<file path="config.mk">
export PLATFORM = sky130hd
export DESIGN_NAME = paddle_session_top
export DESIGN_NICKNAME = d
export VERILOG_FILES = /design/src/rtl/paddle_session_pkg.sv /design/src/rtl/paddle_session_ctrl.sv /design/src/rtl/paddle_session_dp.sv /design/src/rtl/paddle_session_top.sv
export SDC_FILE = /design/constraint.sdc
export NUM_CORES = 1
export LEC_CHECK = 0
export BUFFER_PORTS_ARGS = -buffer_cell sky130_fd_sc_hd__buf_2
export CORE_MARGIN = 10
export CORE_UTILIZATION = 57
export DETAILED_ROUTE_END_ITERATION = 6
export PLACE_DENSITY = 0.93
export RECOVER_POWER = 100
export SLEW_MARGIN = 10
export SYNTH_ARGS = -nofsm -noshare
export SYNTH_HDL_FRONTEND = slang
export SYNTH_SLANG_ARGS = --single-unit
</file>
<file path="constraint.sdc">
create_clock -name clk -period 2.35 [get_ports clk]
set_input_delay 0.235 -clock clk [delete_from_list [all_inputs] [get_ports clk]]
set_output_delay 0.235 -clock clk [all_outputs]
set_load 0.02 [all_outputs]
</file>
<file path="src/rtl/paddle_session_pkg.sv">
package paddle_session_pkg;
  typedef enum logic [1:0] {
    PH_RULES = 2'd0,
    PH_PLAY  = 2'd1,
    PH_PAUSE = 2'd2,
    PH_OVER  = 2'd3
  } phase_e;

  typedef struct packed {
    logic clrSession;
    logic addPoint;
    logic takeBall;
  } dp_strobe_t;
endpackage

</file>
<file path="src/rtl/paddle_session_ctrl.sv">
module paddle_session_ctrl
  import paddle_session_pkg::*;
#(
  parameter int HOLD_TICKS = 120,
  parameter int BALL_W = 2
) (
  input  logic              clk,
  input  logic              rst,
  input  logic              btnPress,
  input  logic              frameTick,
  input  logic              hitEvt,
  input  logic              missEvt,
  input  logic [BALL_W-1:0] ballsLeft,
  output dp_strobe_t        strobe,
  output phase_e            phase,
  output logic              newBall
);
  localparam int HOLD_W = (HOLD_TICKS > 1) ? $clog2(HOLD_TICKS) : 1;
  localparam logic [HOLD_W-1:0] HOLD_LAST = HOLD_W'(HOLD_TICKS - 1);

  logic [HOLD_W-1:0] holdCnt;
  logic holdDone;
  logic lastTick;

  assign lastTick = frameTick && (holdCnt == HOLD_LAST);

  always_comb begin
    strobe.clrSession = (phase == PH_RULES) && btnPress;
    strobe.takeBall   = (phase == PH_PLAY) && missEvt;
    strobe.addPoint   = (phase == PH_PLAY) && hitEvt && !missEvt;
  end

  always_ff @(posedge clk) begin
    if (rst) begin
      phase    <= PH_RULES;
      holdCnt  <= '0;
      holdDone <= 1'b0;
      newBall  <= 1'b0;
    end else begin
      newBall <= 1'b0;
      unique case (phase)
        PH_RULES: if (btnPress) phase <= PH_PLAY;
        PH_PLAY: begin
          if (missEvt) begin
            holdCnt  <= '0;
            holdDone <= 1'b0;
            phase    <= (ballsLeft == BALL_W'(1)) ? PH_OVER : PH_PAUSE;
          end
        end
        PH_PAUSE: begin
          if (holdDone && btnPress) begin
            phase   <= PH_PLAY;
            newBall <= 1'b1;
          end else if (frameTick && !holdDone) begin
            if (lastTick) begin
              holdDone <= 1'b1;
              holdCnt  <= '0;
            end else begin
              holdCnt <= holdCnt + 1'b1;
            end
          end
        end
        PH_OVER: begin
          if (lastTick) begin
            phase   <= PH_RULES;
            holdCnt <= '0;
          end else if (frameTick) begin
            holdCnt <= holdCnt + 1'b1;
          end
        end
        default: phase <= PH_RULES;
      endcase
    end
  end
endmodule

</file>
<file path="src/rtl/paddle_session_dp.sv">
module paddle_session_dp
  import paddle_session_pkg::*;
#(
  parameter int DIGITS = 2,
  parameter int BALLS = 3,
  parameter int BALL_W = 2
) (
  input  logic                  clk,
  input  logic                  rst,
  input  dp_strobe_t            strobe,
  output logic [4*DIGITS-1:0]   scoreBcd,
  output logic [BALL_W-1:0]     ballsLeft
);
  logic [DIGITS:0] carry;
  assign carry[0] = strobe.addPoint;

  for (genvar d = 0; d < DIGITS; d++) begin : g_digit
    logic [3:0] digitQ;
    assign carry[d+1] = carry[d] && (digitQ == 4'd9);
    assign scoreBcd[4*d +: 4] = digitQ;

    always_ff @(posedge clk) begin
      if (rst || strobe.clrSession) digitQ <= 4'd0;
      else if (carry[d]) digitQ <= (digitQ == 4'd9) ? 4'd0 : digitQ + 4'd1;
    end
  end

  always_ff @(posedge clk) begin
    if (rst || strobe.clrSession) ballsLeft <= BALL_W'(BALLS);
    else if (strobe.takeBall && ballsLeft != '0) ballsLeft <= ballsLeft - 1'b1;
  end
endmodule

</file>
<file path="src/rtl/paddle_session_top.sv">
module paddle_session_top
  import paddle_session_pkg::*;
#(
  parameter int DIGITS = 2,
  parameter int BALLS = 3,
  parameter int HOLD_TICKS = 120,
  localparam int BALL_W = $clog2(BALLS + 1)
) (
  input  logic                clk,
  input  logic                rst,
  input  logic                btnPress,
  input  logic                frameTick,
  input  logic                hitEvt,
  input  logic                missEvt,
  output logic                playEn,
  output logic                newBall,
  output logic                showRules,
  output logic                showOver,
  output logic [4*DIGITS-1:0] scoreBcd,
  output logic [BALL_W-1:0]   ballsLeft
);
  dp_strobe_t strobe;
  phase_e phase;

  paddle_session_ctrl #(.HOLD_TICKS(HOLD_TICKS), .BALL_W(BALL_W)) u_ctrl (
    .clk(clk), .rst(rst), .btnPress(btnPress), .frameTick(frameTick),
    .hitEvt(hitEvt), .missEvt(missEvt), .ballsLeft(ballsLeft),
    .strobe(strobe), .phase(phase), .newBall(newBall)
  );

  paddle_session_dp #(.DIGITS(DIGITS), .BALLS(BALLS), .BALL_W(BALL_W)) u_dp (
    .clk(clk), .rst(rst), .strobe(strobe),
    .scoreBcd(scoreBcd), .ballsLeft(ballsLeft)
  );

  assign playEn    = (phase == PH_PLAY);
  assign showRules = (phase == PH_RULES);
  assign showOver  = (phase == PH_OVER);
endmodule

</file>
==> flow_summary.json <==
{
  "grt_antenna_before_repair": 0,
  "syn-num-nets": 132,
  "crit_required_ns": 2.60,
  "synth_largest_area_cell": "dfxtp_1",
  "port_buffers": 19,
  "peakVddDrop_mv": 0.4427,
  "synth.top_cell.area_share_pct": 39.81,
  "async_flop_share_pct": 0,
  "wl_met1_um": 1076,
  "yosys.cell_types.count": 39,
  "place_area_um2": 1155,
  "cts-root-buf": "clkbuf_4",
  "clkTransAtPathRegs_ns": 0.12,
  "worst_pin_slew_ns": 0.5766,
  "grt_pass1_wl_um": 4291,
  "end_kind": "register",
  "fmax_ghz": 0.5391,
  "setup_slack_ns": 0.4949,
  "dr.pass1.iters": 4,
  "grt_pass1_vias": 931,
  "stdcell_area_um2": 1164,
  "area_delta_synth_final_pct": 10.19,
  "cap_violations": 0,
  "drt_wl_total_um": 2580,
  "final_cell_mix": "dfxtp_1 (21), nor2_1 (16), clkbuf_1 (14)",
  "worst-setup-path-type": "register to register",
  "route.met3.wl_um": 152,
  "final_common_cell": "dfxtp_1",
  "synth_cells": 123,
  "post_cts_buffers": 0,
  "clock-sinks": 21,
  "clkLatencyLatePin_ns": 0.32,
  "clockBufferDepth": 2,
  "relSlewSlack_pct": 61.44,
  "topRoutingLayerUsed": "met4",
  "p_per_area_nw_per_um2": 539.5,
  "grt_usage_pct": 13.21,
  "dieArea_um2": 3974,
  "h-tree-depth": 1,
  "drive_above_1_share_pct": 7.042,
  "viasPerCell": 5.952,
  "wl_met2_um": 1250,
  "die_y_um": 63.04,
  "status": "finished, final reports clean",
  "fin_skew_ns": 0.003406,
  "fin_crit_ns": 1.855,
  "routedWlPerCell_um": 15.45,
  "ctsHoldBuffers": 0,
  "finalHoldViolCount": 0,
  "synthFlopType": "dfxtp_1",
  "postSynthAreaPerCell_um2": 8.585,
  "synth_edf_count": 0,
  "dp_slack_ns": 0.5359,
  "cts_resized": 0,
  "holdCritPathClass": "input pin to register",
  "fin_crit_sh_pct": 78.94,
  "die_x_um": 63.04,
  "start_util_pct": 60.50,
  "setup_viol": 0,
  "place_hpwl_um": 1952,
  "gp_congestion": 0.7958,
  "yosys_warnings": 0,
  "fin_util_pct": 66.67,
  "ys_seq_area_share_pct": 39.81,
  "fin_setup_tns_ns": 0,
  "coreArea_um2": 1745,
  "crit_fanout": 13,
  "num_antenna_cells": 0,
  "rsz0062_at_grt": "false",
  "nNetsFinal": 152,
  "cp-start-kind": "register",
  "slew_violations": 0,
  "grt_start_max_net_pins": 14,
  "io_pins": 20,
  "vias": 994,
  "p_leak_nw": 0.4232,
  "ys_seq_elements": 21,
  "yosys-top-cells-area": "dfxtp_1 (40%), nor2_1 (5.7%), ha_1 (3.6%)",
  "antenna_left": 0,
  "syn_area_um2": 1056,
  "fp-row-count": 15,
  "holdWs_ns": 0.1523,
  "dp_cells": 163,
  "grt_overflow_total": 0,
  "total_power_mw": 0.6278,
  "initialDrtViolationCount": 32,
  "numCtsBuffers": 3,
  "drc": 0,
  "critPathArrivalTime_ns": 2.11,
  "cts_tree": "done",
  "final_cells": 167
}
logic make-up (layout without fill, tap and decap cells):
kind of cell               count (synthesis)  after routing  synth area share, %
xor gates and xnor gates                   6              6                4.976
muxes                                      3              3                2.844
adders and majority gates                  3              3                3.555
buffers and inverters                     10             29                4.739
and+or+nand+nor                           58             58                30.69
AOI/OAI and AO/OA                         22             22                13.39
DFF                                       21             21                39.81
worst max-delay path, cell delays in order, from the launching register on:
cell and delay (ns):
dfxtp_1 0.55, and3b_1 0.27, a31oi_2 0.49, o21bai_1 0.29, a21oi_1 0.18
routing by layer:
metal	vias to the layer above	GRT usage [%]
met5	-	0
met1	461	13.46
met4	0	9.777
li1	475	-
met2	45	21.45
met3	13	5.018
cells in the mapped netlist, types with 2 or more instances:
master    count
xnor2_1       2
a31oi_1       2
o21ai_0       4
nor4b_1       2
nand2b_1      3
o31ai_1       2
mux2i_1       3
or3_1         4
nand4_1       3
dfxtp_1      21
ha_1          3
nand3b_1      3
nor3_1        3
nand2_1       8
or4_1         2
xor2_1        4
nor2b_1       3
inv_1         5
a21oi_1       7
nor2_1       16
nand3_1       5
state kept, by name (all words and copies together), names as in the netlist:
name and flops:
u_ctrl.phase 2, u_dp.g_digit.digitQ 8, u_ctrl.holdCnt 7, u_ctrl.holdDone 1, u_dp.ballsLeft 2, u_ctrl.newBall 1
worst paths after layout:
check / cells after the start / slack [ns] / startpoint / to
worst max-delay path: 4 / 0.49 / u_ctrl.phase[1] / u_ctrl.holdCnt[3]
worst max register to register: 4 / 0.49 / u_ctrl.phase[1] / u_ctrl.holdCnt[3]
worst min register to register: 2 / 0.49 / u_ctrl.holdCnt[5] / u_ctrl.holdCnt[5]
worst min-delay path: 2 / 0.15 / rst / u_ctrl.phase[1]
report_power, final:
part / internal [mW] / switching (mW) / leakage [nW]
combinational: 0.0243 / 0.0477 / 0.236
sequential: 0.363 / 0.0106 / 0.170
clock: 0.0639 / 0.118 / 0.0177
cell type report:
cell class                 count  area, um^2
fill                         149       581.8
multi-input combinational     92       584.3
timing repair buffer          19       77.57
sequential                    21       420.4
tap                           25       31.28
clock buffer                   3       22.52
clock inverter                 1       5.005
inverter                       6       22.52
(Power assumes the default switching activity.)
